--- config.mk ---
export PLATFORM = sky130hd
export DESIGN_NAME = sadc_seq
export DESIGN_NICKNAME = d
export VERILOG_FILES = /design/src/rtl/sadc_pkg.sv /design/src/rtl/sadc_tick.sv /design/src/rtl/sadc_frame.sv /design/src/rtl/sadc_table.sv /design/src/rtl/sadc_seq.sv
export SDC_FILE = /design/constraint.sdc
export NUM_CORES = 1
export LEC_CHECK = 0
export BUFFER_PORTS_ARGS = -buffer_cell sky130_fd_sc_hd__buf_2
export CORE_ASPECT_RATIO = 1.1
export CORE_MARGIN = 3
export CORE_UTILIZATION = 58
export DETAILED_ROUTE_END_ITERATION = 16
export PLACE_DENSITY_LB_ADDON = 0.1
export SLEW_MARGIN = 25
export SYNTH_ARGS = -nofsm -noshare
export SYNTH_HDL_FRONTEND = slang
export SYNTH_SLANG_ARGS = --single-unit
export TNS_END_PERCENT = 10
--- constraint.sdc ---
create_clock -name clk -period 2.5 [get_ports clk]
set_clock_uncertainty 0.05 [all_clocks]
set_input_delay 0.375 -clock clk [delete_from_list [all_inputs] [get_ports clk]]
set_output_delay 0.375 -clock clk [all_outputs]
set_load 0.01 [all_outputs]
--- src/rtl/sadc_pkg.sv ---
package sadc_pkg;
  localparam int CMD_BITS     = 8;
  localparam int ACQ_CLKS     = 5;
  localparam int RES_W        = 12;
  localparam int FRAME_PULSES = CMD_BITS + ACQ_CLKS + RES_W;
  localparam int RD_FIRST     = CMD_BITS + ACQ_CLKS + 1;
  localparam int PW           = $clog2(FRAME_PULSES + 1);
  localparam int CSW          = $clog2(CMD_BITS);
  localparam logic [CMD_BITS-1:0] CMD_KEEP  = 8'h7C;
  localparam logic [CMD_BITS-1:0] CMD_FORCE = 8'h81;

  typedef enum logic [1:0] {F_IDLE, F_SETUP, F_HI, F_LO} frame_st_t;
  typedef enum logic [2:0] {T_IDLE, T_SGL, T_LCONV, T_LLO, T_LHI} seq_st_t;
endpackage

--- src/rtl/sadc_tick.sv ---
module sadc_tick #(
  parameter int HALF_DIV = 2
) (
  input  logic clk,
  input  logic rst_n,
  input  logic run,
  output logic tick
);
  localparam int CW = (HALF_DIV > 1) ? $clog2(HALF_DIV) : 1;
  logic [CW-1:0] cnt;

  assign tick = run && (cnt == CW'(HALF_DIV - 1));

  always_ff @(posedge clk or negedge rst_n) begin
    if (!rst_n)             cnt <= '0;
    else if (!run || tick)  cnt <= '0;
    else                    cnt <= cnt + 1'b1;
  end
endmodule

--- src/rtl/sadc_frame.sv ---
module sadc_frame
  import sadc_pkg::*;
#(
  parameter int HALF_DIV = 2
) (
  input  logic                clk,
  input  logic                rst_n,
  input  logic                go,
  input  logic [CMD_BITS-1:0] cmd_raw,
  input  logic                adc_dout,
  output logic                adc_cs_n,
  output logic                adc_sclk,
  output logic                adc_din,
  output logic                fin,
  output logic [RES_W-1:0]    res
);
  frame_st_t           st;
  logic [PW-1:0]       p;      // completed pulses
  logic [CMD_BITS-1:0] cmd;
  logic [CSW-1:0]      bsel;
  logic                tick;

  sadc_tick #(.HALF_DIV(HALF_DIV)) u_tick (
    .clk(clk), .rst_n(rst_n), .run(st != F_IDLE), .tick(tick)
  );

  assign adc_cs_n = (st == F_IDLE);
  assign adc_sclk = (st == F_HI);
  assign bsel     = CSW'(CMD_BITS - 1) - p[CSW-1:0];
  assign adc_din  = (p < PW'(CMD_BITS)) ? cmd[bsel] : 1'b0;

  always_ff @(posedge clk or negedge rst_n) begin
    if (!rst_n) begin
      st  <= F_IDLE;
      p   <= '0;
      cmd <= '0;
      res <= '0;
      fin <= 1'b0;
    end else begin
      fin <= 1'b0;
      case (st)
        F_IDLE: if (go) begin
          cmd <= (cmd_raw & CMD_KEEP) | CMD_FORCE;
          p   <= '0;
          st  <= F_SETUP;
        end
        F_SETUP: if (tick) st <= F_HI;
        F_HI: if (tick) begin
          p  <= p + 1'b1;
          st <= F_LO;
        end
        F_LO: if (tick) begin
          if (p >= PW'(RD_FIRST)) res <= {res[RES_W-2:0], adc_dout};
          if (p == PW'(FRAME_PULSES)) begin
            st  <= F_IDLE;
            fin <= 1'b1;
          end else begin
            st <= F_HI;
          end
        end
        default: st <= F_IDLE;
      endcase
    end
  end

  // checker state: serial-clock rises seen in the current select window
  logic          sclk_d;
  logic [PW-1:0] rises;
  always_ff @(posedge clk or negedge rst_n) begin
    if (!rst_n) begin
      sclk_d <= 1'b0;
      rises  <= '0;
    end else begin
      sclk_d <= adc_sclk;
      if (adc_cs_n)                 rises <= '0;
      else if (adc_sclk && !sclk_d) rises <= rises + 1'b1;
    end
  end

  a_r5_sclk_needs_select: assert property (@(posedge clk) disable iff (!rst_n)
    adc_sclk |-> !adc_cs_n);
  a_r2_pulse_ceiling: assert property (@(posedge clk) disable iff (!rst_n)
    rises <= PW'(FRAME_PULSES));
  a_r2_release_after_full: assert property (@(posedge clk) disable iff (!rst_n)
    $rose(adc_cs_n) |-> (rises == PW'(FRAME_PULSES)));
  a_r7_go_when_idle: assert property (@(posedge clk) disable iff (!rst_n)
    go |-> adc_cs_n);
endmodule

--- src/rtl/sadc_table.sv ---
module sadc_table #(
  parameter int MAX_CH = 8,
  parameter int DW     = 8,
  localparam int N     = MAX_CH + 1,
  localparam int AW    = $clog2(N)
) (
  input  logic          clk,
  input  logic          rst_n,
  input  logic          we,
  input  logic [AW-1:0] waddr,
  input  logic [DW-1:0] wdata,
  input  logic [AW-1:0] raddr,
  output logic [DW-1:0] rdata,
  output logic [DW-1:0] count_byte
);
  logic [DW-1:0] ent [N];

  for (genvar g = 0; g < N; g++) begin : g_ent
    always_ff @(posedge clk or negedge rst_n) begin
      if (!rst_n)                        ent[g] <= '0;
      else if (we && waddr == AW'(g))    ent[g] <= wdata;
    end
  end

  assign rdata      = (int'(raddr) < N) ? ent[raddr] : '0;
  assign count_byte = ent[0];
endmodule

--- src/rtl/sadc_seq.sv ---
module sadc_seq
  import sadc_pkg::*;
#(
  parameter int HALF_DIV = 2,
  parameter int MAX_CH   = 8,
  localparam int AW      = $clog2(MAX_CH + 1)
) (
  input  logic          clk,
  input  logic          rst_n,
  input  logic          start,
  input  logic [7:0]    ctrl_in,
  input  logic          list_start,
  input  logic          tbl_we,
  input  logic [AW-1:0] tbl_addr,
  input  logic [7:0]    tbl_wdata,
  output logic          busy,
  output logic          done,
  output logic [7:0]    res_lo,
  output logic [7:0]    res_hi,
  output logic          st_valid,
  input  logic          st_ready,
  output logic [7:0]    st_data,
  output logic          st_last,
  output logic          adc_cs_n,
  output logic          adc_sclk,
  output logic          adc_din,
  input  logic          adc_dout
);
  seq_st_t          state;
  logic             go_q;
  logic [7:0]       cmd_q;
  logic [AW-1:0]    ch, cnt, cnt_fld, cnt_clamp;
  logic [AW-1:0]    rd_addr;
  logic [7:0]       rd_code, cnt_byte;
  logic             fin;
  logic [RES_W-1:0] res;

  sadc_table #(.MAX_CH(MAX_CH), .DW(8)) u_table (
    .clk(clk), .rst_n(rst_n), .we(tbl_we), .waddr(tbl_addr), .wdata(tbl_wdata),
    .raddr(rd_addr), .rdata(rd_code), .count_byte(cnt_byte)
  );

  sadc_frame #(.HALF_DIV(HALF_DIV)) u_frame (
    .clk(clk), .rst_n(rst_n), .go(go_q), .cmd_raw(cmd_q), .adc_dout(adc_dout),
    .adc_cs_n(adc_cs_n), .adc_sclk(adc_sclk), .adc_din(adc_din),
    .fin(fin), .res(res)
  );

  assign cnt_fld   = cnt_byte[AW-1:0];
  assign cnt_clamp = (cnt_fld > AW'(MAX_CH)) ? AW'(MAX_CH) : cnt_fld;
  assign rd_addr   = (state == T_IDLE) ? AW'(1) : ch + AW'(2);

  assign res_lo   = res[7:0];
  assign res_hi   = {{(16 - RES_W){1'b0}}, res[RES_W-1:8]};
  assign busy     = (state != T_IDLE);
  assign st_valid = (state == T_LLO) || (state == T_LHI);
  assign st_data  = (state == T_LHI) ? res_hi : res_lo;
  assign st_last  = (state == T_LHI) && (ch == cnt - 1'b1);

  always_ff @(posedge clk or negedge rst_n) begin
    if (!rst_n) begin
      state <= T_IDLE;
      go_q  <= 1'b0;
      cmd_q <= '0;
      done  <= 1'b0;
      ch    <= '0;
      cnt   <= '0;
    end else begin
      go_q <= 1'b0;
      done <= 1'b0;
      case (state)
        T_IDLE: begin
          if (start) begin
            cmd_q <= ctrl_in;
            go_q  <= 1'b1;
            state <= T_SGL;
          end else if (list_start) begin
            if (cnt_clamp == '0) begin
              done <= 1'b1;
            end else begin
              cnt   <= cnt_clamp;
              ch    <= '0;
              cmd_q <= rd_code;
              go_q  <= 1'b1;
              state <= T_LCONV;
            end
          end
        end
        T_SGL: if (fin) begin
          done  <= 1'b1;
          state <= T_IDLE;
        end
        T_LCONV: if (fin) state <= T_LLO;
        T_LLO: if (st_ready) state <= T_LHI;
        T_LHI: if (st_ready) begin
          if (st_last) begin
            done  <= 1'b1;
            state <= T_IDLE;
          end else begin
            ch    <= ch + 1'b1;
            cmd_q <= rd_code;
            go_q  <= 1'b1;
            state <= T_LCONV;
          end
        end
        default: state <= T_IDLE;
      endcase
    end
  end

  a_r6_done_with_idle: assert property (@(posedge clk) disable iff (!rst_n)
    $fell(busy) |-> done);
  a_r11_hold_stalled: assert property (@(posedge clk) disable iff (!rst_n)
    (st_valid && !st_ready) |=> (st_valid && $stable(st_data) && $stable(st_last)));
  a_r11_no_frame_while_waiting: assert property (@(posedge clk) disable iff (!rst_n)
    st_valid |-> adc_cs_n);
  a_r10_last_only_on_high: assert property (@(posedge clk) disable iff (!rst_n)
    st_last |-> st_valid);
endmodule

# Word level (Yosys, flattened, before mapping)
# Index checks and enable logic that the tools add are counted.
[classes]
n_addsub = 6
magnitude_cmp = 6
eq_ne = 31
muxes = 57
bitwise = 3
n_reduce_logical = 30
[ops]
columns = ["op", "count"]
rows = [
  ["7-bit two-way mux", 8],
  ["8-bit binary-select mux with 4-bit select", 1],
  ["4-bit two-way mux", 7],
  ["3-bit two-way mux", 7],
  ["1-bit two-way mux", 17],
  ["4-bit by 3-bit equality test with 1-bit output, second input constant", 4],
  ["2-bit inequality test, second input constant", 8],
  ["3-bit case mux with 5 select lines", 1],
  ["7-bit case mux with 2 select lines", 1],
  ["2-bit two-way mux", 6],
  ["6-bit AND reduction", 2],
  ["1-bit logical AND", 11],
  ["5-bit two-way mux", 2],
  ["5-bit case mux with 2 select lines", 1],
  ["4-bit by 2-bit equality test with 1-bit output, second input constant", 2],
  ["4-bit logical NOT", 2],
  ["8-bit two-way mux", 1],
  ["2-bit by 1-bit inequality test with 1-bit output, second input constant", 4],
  ["2-bit case mux with 4 select lines", 1],
  ["4-bit case mux with 2 select lines", 1],
  ["4-bit AND reduction", 2],
  ["3-bit by 2-bit equality test with 1-bit output, second input constant", 2],
  ["3-bit inequality test, second input constant", 2],
  ["3-bit AND reduction", 2],
  ["33 further kinds", 38],
]
[word_totals]
regBits = 120
in_bits = 27
output_inout_bits = 31

# Depth between registers and ports, before layout
# Gate-level depths: netlist of the first run.
[depth]
depth_word = 11
mapped_depth = 8

# Hierarchy
# Synthesis of the first run repeated with hierarchy kept, for this count alone.
[hier_totals]
hier_cells = 505
area_unflattened_um2 = 6287.3
[by_module_without_submodules]
columns = ["mod", "instances", "cells_per_inst", "area_per_inst_um2", "seq_area_each_um2"]
rows = [
  ["sadc_table", 1, 242, 3467.1, 1801.7],
  ["sadc_seq", 1, 165, 1455.1, 525.5],
  ["sadc_frame", 1, 95, 1323.8, 650.6],
  ["sadc_tick", 1, 3, 41.3, 25.0],
]

# Worst setup path after synthesis of the first run
# OpenSTA, ideal clock, no wires.
[synth_path]
path_kind = "register to register"
startpoint = "register ch[1]"
endpoint = "register cmd_q[5]"
setup_ns = 0.129
arrival_time_ns = 1.705
required_time_ns = 2.321
slack_ns = 0.616
path_stages_with_launch = 7
n_path_buf = 1
synth_period_minus_slack_ns = 1.884
path_cell_list = "dfrtp_1 ha_1 buf_2 mux4_2 a21oi_1 a221o_1 a31oi_1"
[synth_between]
elab_chain_cells = 11
elab_cells_between_ends = 18
cone_classes = "1 x add/sub; 1 x order compare; 2 x eq/ne; 11 x mux; 1 x bitwise; 2 x reduce/logical"
[synth_lines]
columns = ["item", "line", "rtl"]
rows = [
  ["start: declaration", "sadc_seq.sv:32", "logic [AW-1:0] ch, cnt, cnt_fld, cnt_clamp;"],
  ["start signal: assignment", "sadc_seq.sv:100", "ch <= ch + 1'b1;"],
  ["4-bit by 2-bit adder with 4-bit output", "sadc_seq.sv:51", "assign rd_addr = (state == T_IDLE) ? AW'(1) : ch + AW'(2);"],
  ["4-bit two-way mux", "sadc_seq.sv:51", ""],
  ["4-bit NOT with 5-bit output (implied by the code)", "sadc_table.sv:25", "assign rdata = (int'(raddr) < N) ? ent[raddr] : '0;"],
  ["8-bit binary-select mux with 4-bit select", "sadc_table.sv:25", ""],
  ["7-bit two-way mux (implied by the code) (2 in a row)", "sadc_table.sv:25", ""],
  ["7-bit two-way mux", "sadc_table.sv:25", ""],
  ["7-bit two-way mux", "sadc_seq.sv:78", "if (cnt_clamp == '0) begin"],
  ["7-bit two-way mux", "sadc_seq.sv:77", "end else if (list_start) begin"],
  ["7-bit two-way mux", "sadc_seq.sv:73", "if (start) begin"],
  ["7-bit case mux with 2 select lines", "sadc_seq.sv:71", "case (state)"],
  ["end signal: assignment", "sadc_seq.sv:74", "cmd_q <= ctrl_in;"],
  ["end signal: assignment", "sadc_seq.sv:83", "cmd_q <= rd_code;"],
  ["end signal: assignment", "sadc_seq.sv:101", "cmd_q <= rd_code;"],
  ["end: declaration", "sadc_seq.sv:31", "logic [7:0] cmd_q;"],
]
# Parallel ways exist; a longest one is shown, timed or not. The select of a mux whose other input is x is not followed.
# A chain may end at the register's enable or synchronous reset.

# Worst setup path in the final report of the first run
[layout_path]
startpoint = "register cnt[0]"
endpoint = "output st_last"
[layout_between]
elab_chain_cells = 3
[layout_lines]
columns = ["item", "line", "rtl"]
rows = [
  ["start: declaration", "sadc_seq.sv:32", ""],
  ["start signal: assignment", "sadc_seq.sv:81", "cnt <= cnt_clamp;"],
  ["4-bit by 1-bit subtractor with 4-bit output", "sadc_seq.sv:58", "assign st_last = (state == T_LHI) && (ch == cnt - 1'b1);"],
  ["4-bit equality test", "sadc_seq.sv:58", ""],
  ["1-bit logical AND", "sadc_seq.sv:58", ""],
  ["end: declaration", "sadc_seq.sv:23", "output logic st_last,"],
]
# No other way between the ends.

==> run summary, run 1 <==
status - finished, final reports clean
Fin Setup TNS - 0 ns
HP Class - in2reg
post-synth design cell area - 0.00458 mm²
Residual DRC - 0
Synth Warn # - 0
Setup Viol. Count Final - 0
Die Span Y - 99.2 µm
CP bufs+invs - 2
DIE AREA - 0.00900 mm²
dominant cell type by area after synthesis - dfrtp_1
R2R depth - 6
worst vdd ir - 408 µV
Worst Path Class, Setup - reg2out
sequential share of the synthesized area - 0.502
vias in the first global route - 3399
Slew HR - 0.594
CP startpoint kind - flop
clock-pin slew on the worst setup and hold paths - 0.09 ns
Netlist cell types - 50
slowest stage delay, CP - 0.39 ns
vias per std cell - 5.77
Skew-Pair Late Insertion Delay - 0.36 ns
CP Cell Sequence - inv_1 > ha_1 > xor3_1 > nor3_2 > nand2_1 > nor2_1 > buf_2
clock tree sinks - 92
area share of the leading cell type in the synthesized netlist - 0.502
placer congestion estimate - 0.905
core region area - 0.00756 mm²
P_leak - 0.00242 µW
final core occ - 0.697
via count - 3270
endpoints failing hold - 0
post-synthesis register bit count - 92
Post-DP HPWL - 7100 µm
number of antenna violations at the first check in global routing - 0
share of cells above drive strength 1 - 0.344
nets - 489
Synth area leaders - dfrtp_1 50%, mux2_2 17%, nand2_1 2.8%
hold path endpoint - u_table.count_byte[0]$_DFFE_PN0P_
Tmin final - 2.35 ns
Post-synth EDFFs - 0
initial drt markers - 210
row cnt - 33
RSZ-0062 raised after global routing - no
MaxCap Viol Count - 0
Post-DP Area - 0.00496 mm²
number of port buffers - 49
Worst Hold Depth - 2
Die X-Extent - 90.7 µm
synth cell count leaders - 92 x dfrtp_1, 68 x mux2_2, 34 x nand2_1
Crit path max-delay family - XOR/XNOR gates
final critical-path share of the clock period - 0.939
Post-synth ARST share - 1.00
largest net degree at the start of global routing - 48
clk root buf - clkbuf_8
crit path max fanout - 3
count leader, synth - dfrtp_1
gr usage total - 0.238
area growth from synthesis to layout - 14.9%
Routed wire per std cell - 17.4 µm
Top FF cell, synth - dfrtp_1
post-route cell area - 0.00526 mm²
Least-Margin Pin Slew - 0.609 ns
Avg Inst Size Synth - 11.5 µm²
Worst setup EP type - primary output
Data arrival, critical path - 1.92 ns
CTS Buffer Depth - 2
CTS tree - yes
CTS Buf Count - 9
fmax - 426 MHz
setup slack, reg-to-reg - 0.25 ns
H-tree levels - 3
RR Endpoint - cmd_q[4]$_DFFE_PN0P_
Pwr Density - 790 mW/mm²
# IOs - 58
diode count - 0
Req. time, crit path - 2.08 ns
Mapped Cells - 399
worst r2r src - state[2]$_DFFE_PN0P_
First-pass DRT Iterations - 4
global-route wire length before repair - 17000 µm
drt total wl - 9860 µm
final slew viol count - 0
Worst Hold Launch - tbl_wdata[0]
GRT overflow - 0
CP max-delay cell - xor3_1
Initial Utilization - 0.606
Detail Route Antenna Nets - 0
[routing by layer]
| metal | GRT usage | wire length [µm] | up-vias |
|---|---|---|---|
| li1 | - | - | 1542 |
| met2 | 0.400 | 5010 | 78 |
| met3 | 0.0348 | 437 | 18 |
| met4 | 0.108 | 206 | 0 |
| met5 | 0 | 0 | - |
| met1 | 0.307 | 4200 | 1632 |
[how the worst max path moves through the flow]
stage,from,to,depth (start not counted)
final,cnt[0]$_DFFE_PN0P_,st_last,7
after global routing,cnt[1]$_DFFE_PN0P_,st_last,7
after CTS,cnt[0]$_DFFE_PN0P_,st_last,7
after detailed placement,state[2]$_DFFE_PN0P_,cmd_q[3]$_DFFE_PN0P_,6
after global placement,state[2]$_DFFE_PN0P_,cmd_q[4]$_DFFE_PN0P_,6
after floorplan,ch[1]$_DFFE_PN0P_,cmd_q[5]$_DFFE_PN0P_,6
[layout make-up]
cell class,instances,area (µm²)
multi-input combinational,279,2140
timing repair buffer,65,383
sequential,92,2300
clock inverter,6,136
inverter,10,40.0
clock buffer,10,128
tap,105,131
fill,588,2290
[what timing repair did]
item                                    CTS  global route
hold endpoints to repair                 45             0
gates resized for setup                   1             2
buffers inserted                          0             2
endpoints found under the setup margin    1             2
hold buffers                              1             0
pin swaps                                 0             0
[sequential cells by signal, indices dropped and copies added, names as in the netlist]
register and count:
done 1, cmd_q 5, ch 4, u_frame.u_tick.cnt 1
u_frame.p 5, u_frame.cmd 6, u_table.ent 40, u_frame.st 2
u_table.count_byte 7, state 3, cnt 4, go_q 1
u_frame.res 12, u_frame.fin 1
[per-stage QoR]
stage / setup WS [ns] / total power, µW / hold WS [ns] / cells
6_report: 0.152 / 4160 / 0.201 / 567
5_1_grt: 0.0109 / 4380 / 0.202 / 567
4_1_cts: 0.0340 / 4180 / 0.184 / 565
3_5_place_dp: 0.288 / 2890 / 0.372 / 548
3_3_place_gp: 0.369 / 2840 / 0.368 / 548
2_1_floorplan: 0.616 / 2600 / 0.0294 / 402
[cells in the final DEF (no fill, tap or decap), types with 2 or more instances in the layout]
master and n:
a211oi_1 2, a21oi_1 13, a221oi_1 5, a311oi_1 4, a31oi_1 2, and2_1 2
and3_1 5, buf_2 48, buf_4 15, bufinv_16 4, clkbuf_8 9, conb_1 4
dfrtp_1 91, ha_1 5, inv_1 9, mux2_2 68, mux2i_1 6, mux4_2 5
nand2_1 34, nand2b_1 7, nand3_1 2, nand3b_1 3, nand4_1 3, nand4b_1 3
nor2_1 31, nor2b_1 11, nor3_1 5, nor3b_1 4, nor4_1 2, nor4b_1 5
o21ai_0 19, o22ai_1 5, xnor2_1 4, xor2_1 4
[cell families after synthesis]
family	synth area share
simple gates	0.142
flops	0.502
fa+ha+maj	0.0137
compound gates	0.0811
mux	0.205
other cells	0.000818
buf+inv	0.0347
xor+xnor	0.0205
[power by group]
group	leakage, µW	switching, µW	total (µW)	internal [µW]
Clock	0.000127	516	1280	767
Sequential	0.00116	264	2060	1800
Combinational	0.00113	371	813	442
Total	0.00242	1150	4160	3010
Power figures use the tool's default switching activity.
==> inputs of run 2 (changes only) <==
- CELL_PAD_IN_SITES_DETAIL_PLACEMENT: default -> 1
- CELL_PAD_IN_SITES_GLOBAL_PLACEMENT: default -> 1
- CORE_UTILIZATION: 58 -> 46
==> run 2 against run 1 <==
Effect of this change: sequential share of layout area up 0.30 points; maximum frequency grew 0.17%; die area increased by 24%; sequential power hardly changed.
==> run summary, run 2 (synthesis results as in run 1) <==
status - finished, final reports clean
core region area - 0.00954 mm² (+26%)
Largest Register - u_table.ent
CTS Buf Count - 9 (unchanged)
global-route wire length before repair - 17400 µm (+2.6%)
Worst setup EP type - primary output
Die X-Extent - 101 µm (+11%)
Routed wire per std cell - 18.5 µm (+6.7%)
crit path max fanout - 8 (+5)
Largest register FFs - 40 (unchanged)
worst r2r src - ch[2]$_DFFE_PN0P_
Skew-Pair Late Insertion Delay - 0.37 ns (about the same)
placer congestion estimate - 0.791 (-13%)
First-pass DRT Iterations - 4 (unchanged)
final critical-path share of the clock period - 0.938 (-0.00161)
Fin Setup TNS - 0 ns (unchanged)
switching share of power - 0.296 (+0.0196)
gr usage total - 0.200 (-0.0378)
combinational share of power - 0.210 (+0.015)
part of the power in registers - 0.528 (+0.032)
Residual DRC - 0 (unchanged)
via count - 3291 (+0.64%)
slowest stage delay, CP - 0.54 ns (+0.15 ns)
Initial Utilization - 0.480 (-0.126)
fmax - 427 MHz (+0.17%)
Data arrival, critical path - 1.92 ns (about the same)
number of antenna violations at the first check in global routing - 0 (unchanged)
CP bufs+invs - 3 (+1)
share of cells above drive strength 1 - 0.346 (+0.00142)
vias in the first global route - 3408 (+0.26%)
CTS Buffer Depth - 2 (unchanged)
RSZ-0062 raised after global routing - no
Post-Layout Cell Count - 580 (+2.3%)
GRT overflow - 0 (unchanged)
DIE AREA - 0.0112 mm² (+24%)
endpoints failing hold - 0 (unchanged)
Worst Hold Depth - 2 (unchanged)
Worst Path Class, Setup - reg2out
drt total wl - 10800 µm (+9.1%)
clk root buf - clkbuf_8
R2R depth - 6 (unchanged)
Psw - 1150 µW (about the same)
H-tree levels - 3 (unchanged)
Fillers - 1043 (+77%)
worst vdd ir - 345 µV (-15%)
MaxCap Viol Count - 0 (unchanged)
P_leak - 0.00239 µW (-1.2%)
Tmin final - 2.34 ns (-0.00403 ns)
Die Span Y - 111 µm (+12%)
Post-DP HPWL - 7870 µm (+11%)
Least-Margin Pin Slew - 0.513 ns (-0.0958 ns)
Clock Power Share - 0.262 (-0.047)
CTS tree - yes
CP Cell Sequence - buf_4 > nor3b_2 > buf_4 > nand2_1 > nand2_1 > buf_2
row cnt - 37 (+12%)
number of port buffers - 49 (unchanged)
# IOs - 58 (unchanged)
hold path endpoint - u_table.count_byte[0]$_DFFE_PN0P_
vias per std cell - 5.67 (-1.6%)
final slew viol count - 0 (unchanged)
RR Endpoint - cmd_q[4]$_DFFE_PN0P_
nets - 490 (+0.20%)
max layer used - met4
metal3 WL - 347 µm (-21%)
CP max-delay cell - dfrtp_1
largest net degree at the start of global routing - 57 (+19%)
area growth from synthesis to layout - 14.0%
most frequent cells in the layout - 92 x dfrtp_1, 68 x mux2_2, 48 x buf_2
commonest non-fill, non-tap cell in the layout - dfrtp_1
initial drt markers - 154 (-27%)
clock-pin slew on the worst setup and hold paths - 0.08 ns (about the same)
Pwr Density - 743 mW/mm² (-6.0%)
DR WL met2 - 5520 µm (+10%)
Req. time, crit path - 2.08 ns (about the same)
Crit path max-delay family - buffers and inverters
Metal-1 WL - 4680 µm (+11%)
diode count - 0 (unchanged)
setup slack, reg-to-reg - 0.34 ns (+0.09 ns)
Detail Route Antenna Nets - 0 (unchanged)
CP startpoint kind - flop
Setup Viol. Count Final - 0 (unchanged)
HP Class - in2reg
Worst Hold Launch - tbl_wdata[0]
clock tree sinks - 92 (unchanged)
Post-Place Cells - 561 (+2.4%)
P_int - 2730 µW (-9.2%)
Slew HR - 0.657 (+0.0632)
[run 2: repair_timing]
| action | CTS | global route |
|---|---|---|
| endpoints found under the hold margin | 36 | 0 |
| hold buffers | 1 | 0 |
| gates resized for setup | 2 | 1 |
| setup buffers | 0 | 2 |
| pin swaps | 0 | 2 |
| setup endpoints to repair | 5 | 1 |
[run 2: area by class of cell]
cell class                 instances  area (µm²)  share of cell area
tap                              117         146              0.0280
clock buffer                      11         141              0.0271
inverter                          10        40.0             0.00766
sequential                        92        2300               0.441
clock inverter                     5        60.1              0.0115
multi-input combinational        279        2140               0.410
timing repair buffer              66         390              0.0747
[run 2: worst max path at each step]
stage / cells after the start / to / startpoint / slack [ns]
2_1_floorplan: 6 / cmd_q[5]$_DFFE_PN0P_ / ch[1]$_DFFE_PN0P_ / 0.62
3_3_place_gp: 5 / cmd_q[3]$_DFFE_PN0P_ / state[2]$_DFFE_PN0P_ / 0.39
3_5_place_dp: 7 / cmd_q[3]$_DFFE_PN0P_ / state[2]$_DFFE_PN0P_ / 0.31
4_1_cts: 7 / st_last / cnt[0]$_DFFE_PN0P_ / 0.04
5_1_grt: 6 / st_data[0] / state[2]$_DFFE_PN0P_ / 0.03
6_report: 6 / st_data[0] / state[2]$_DFFE_PN0P_ / 0.16
[run 2: per-stage QoR]
stage | setup WS [ns] | instance area [µm²] | utilization | power [µW] | hold slack, ns
detailed placement | 0.312 | 4990 | 0.523 | 2900 | 0.328
floorplan | 0.616 | 4590 | - | 2600 | 0.0294
finish | 0.156 | 5230 | 0.548 | 3880 | 0.188
global placement | 0.394 | 4990 | 0.523 | 2850 | 0.324
CTS | 0.0439 | 5210 | 0.546 | 3930 | 0.176
global route | 0.0324 | 5230 | 0.548 | 4120 | 0.201
[run 2: per-layer routing]
| layer | vias up | global-route usage |
|---|---|---|
| met5 | - | 0 |
| met1 | 1685 | 0.253 |
| met4 | 0 | 0.0798 |
| li1 | 1542 | - |
| met2 | 48 | 0.342 |
| met3 | 16 | 0.0264 |
[run 2: power groups by stage]
stage / combinational, µW / clock (µW) / sequential [µW]
final: 815 / 1020 / 2050
after global routing: 922 / 1100 / 2100
after CTS: 831 / 1050 / 2050
after detailed placement: 823 / 0 / 2080
after global placement: 786 / 0 / 2060
after floorplan: 618 / 0 / 1990
==> inputs of run 3 (changes only) <==
- CORE_UTILIZATION: 46 -> 49
- SYNTH_HIERARCHICAL: default -> 1
==> run 3 against run 2 <==
Effect of this change: sequential share of layout area decreased by 2.9 points; synthesized area grew 8.8%; hold slack hardly changed; synthesized cell count increased by 3.3%; combinational power grew to 3.4 times the previous value; global-route usage increased by 0.81 points; total power rose by 62%; worst setup slack got worse by 0.11 ns; wire length increased by 7.0%; register-to-register slack got worse by 0.29 ns; clock power up 19%; critical path type is now reg2reg; critical endpoint is now cmd_q[4]$_DFFE_PN0P_.
==> run summary, run 3 <==
drt total wl - 11500 µm (+7.0%)
Data arrival, critical path - 2.62 ns (+0.70 ns)
H-tree levels - 3 (unchanged)
CTS tree - yes
Pwr Density - 1120 mW/mm² (+51%)
Mapped Cells - 412 (+3.3%)
Least-Margin Pin Slew - 0.745 ns (+0.233 ns)
status - finished, final reports clean
MaxCap Viol Count - 0 (unchanged)
initial drt markers - 136 (-12%)
CP startpoint kind - flop
clock tree sinks - 92 (unchanged)
Residual DRC - 0 (unchanged)
vias per std cell - 5.74 (+1.1%)
slowest stage delay, CP - 0.41 ns (-0.13 ns)
most frequent cells in the layout - 92 x dfrtp_1, 48 x buf_2, 47 x mux2_2
Largest register FFs - 40 (unchanged)
Worst Path Class, Setup - reg2reg
gr usage total - 0.208 (+0.00806)
multi-input logic area - 0.00246 mm² (+15%)
P_leak - 0.00256 µW (+7.0%)
Post-DP HPWL - 8100 µm (+3.0%)
fmax - 408 MHz (-4.4%)
Detail Route Antenna Nets - 0 (unchanged)
Fillers - 1023 (-1.9%)
Slew HR - 0.500 (-0.158)
GRT overflow - 0 (unchanged)
endpoints failing hold - 0 (unchanged)
Routed wire per std cell - 19.8 µm (+7.0%)
HP Class - in2reg
clk root buf - clkbuf_8
Req. time, crit path - 2.67 ns (+0.59 ns)
Post-DP Area - 0.00529 mm² (+6.1%)
Most common cell on crit path - buf_4
Crit path max-delay family - compound AO/OA/AOI/OAI gates
commonest non-fill, non-tap cell in the layout - dfrtp_1
clock-pin slew on the worst setup and hold paths - 0.08 ns (about the same)
Die X-Extent - 102 µm (+1.0%)
placer congestion estimate - 0.813 (+2.8%)
final slew viol count - 0 (unchanged)
register area - 0.00230 mm² (unchanged)
CP Cell Sequence - nor3_4 > buf_4 > buf_4 > nor2_1 > mux4_2 > or2_2 > a32o_1 > a221oi_2 > a22oi_1
worst vdd ir - 469 µV (+36%)
post-route cell area - 0.00559 mm² (+7.0%)
row cnt - 37 (unchanged)
CTS Buf Count - 9 (unchanged)
global-route wire length before repair - 18600 µm (+6.4%)
area growth from synthesis to layout - 12.1%
via count - 3328 (+1.1%)
final core occ - 0.581 (+0.0328)
Largest Register - u_table/ent
Setup Viol. Count Final - 0 (unchanged)
Post-Layout Cell Count - 580 (unchanged)
Worst setup EP type - flop
First-pass DRT Iterations - 4 (unchanged)
core region area - 0.00963 mm² (+0.97%)
Post-Place Cells - 563 (+0.36%)
Synth Warn # - 6 (+6)
CP bufs+invs - 2 (-1)
Avg Inst Size Synth - 12.1 µm² (+5.4%)
CP max-delay cell - dfrtp_1
largest net degree at the start of global routing - 54 (-5.3%)
number of port buffers - 49 (unchanged)
crit path max fanout - 5 (-3)
final critical-path share of the clock period - 0.980 (+0.0428)
Die Span Y - 112 µm (+1.0%)
diode count - 0 (unchanged)
Worst path depth - 9 (+3)
R2R depth - 9 (+3)
Worst Hold Depth - 2 (unchanged)
post-synth design cell area - 0.00499 mm² (+8.8%)
Initial Utilization - 0.518 (+0.0374)
Skew-Pair Late Insertion Delay - 0.36 ns (about the same)
nets - 491 (+0.20%)
RSZ-0062 raised after global routing - yes
DIE AREA - 0.0114 mm² (+2.0%)
vias in the first global route - 3529 (+3.6%)
number of antenna violations at the first check in global routing - 0 (unchanged)
# IOs - 58 (unchanged)
CTS Buffer Depth - 2 (unchanged)
Tmin final - 2.45 ns (+0.107 ns)
share of cells above drive strength 1 - 0.393 (+0.0475)
==> run 3: per-layer routing <==
layer | global-route usage | wire (µm) | vias up
li1 | - | - | 1566
met1 | 0.269 | 5010 | 1699
met2 | 0.354 | 6030 | 53
met3 | 0.0401 | 331 | 10
met4 | 0.0577 | 132 | 0
met5 | 0 | 0 | -
==> run 3: worst reg2reg max path, delay by kind of cell, from the launching register on <==
family | cells | cell delay (ns)
AO/OA/AOI/OAI | 3 | 0.68
AND/OR/NAND/NOR | 3 | 0.58
flip-flops | 1 | 0.41
multiplexers | 1 | 0.33
buffers and inverters | 2 | 0.27
==> run 3: cell type report <==
cell class / count / share of cell area
Sequential cell: 92 / 0.412
Inverter: 8 / 0.00537
Timing Repair Buffer: 69 / 0.0738
Clock buffer: 11 / 0.0253
Clock inverter: 4 / 0.0175
Tap cell: 117 / 0.0262
Multi-Input combinational cell: 279 / 0.440
==> run 3: power by group <==
| group | switching, µW | internal, µW |
|---|---|---|
| combinational | 1410 | 1400 |
| clock | 522 | 687 |
| sequential | 363 | 1900 |
| total | 2300 | 3990 |
==> run 3: final timing paths <==
path / from / endpoint / slack, ns
min in group asynchronous: rst_n / u_frame/res[4]$_DFFE_PN0P_ / 0.51
max: state[2]$_DFFE_PN0P_ / cmd_q[4]$_DFFE_PN0P_ / 0.05
min: tbl_wdata[0] / u_table/count_byte[0]$_DFFE_PN0P_ / 0.19
max reg2reg: state[2]$_DFFE_PN0P_ / cmd_q[4]$_DFFE_PN0P_ / 0.05
max in group asynchronous: rst_n / u_table/ent[29]$_DFFE_PN0P_ / 1.23
min reg2reg: u_frame/cmd[0]$_DFFE_PN0P_ / u_frame/cmd[0]$_DFFE_PN0P_ / 0.44
==> run 3: metrics by stage <==
step | power [µW] | hold WS (ns) | setup TNS [ns] | worst slack (ns)
6_report | 6280 | 0.188 | 0 | 0.0492
5_1_grt | 6710 | 0.181 | -0.148 | -0.0870
4_1_cts | 6170 | 0.175 | 0 | 0.0110
3_5_place_dp | 4950 | 0.344 | 0 | 0.00474
3_3_place_gp | 4830 | 0.339 | 0 | 0.0899
2_1_floorplan | 4280 | 0.0294 | 0 | 0.0219
==> run 3: repair_timing <==
action                     in CTS  in global routing
resized for setup               0                 12
buffers inserted                0                  1
hold buffers                    1                  0
hold endpoints to repair       39                  0
setup endpoints to repair       0                 13
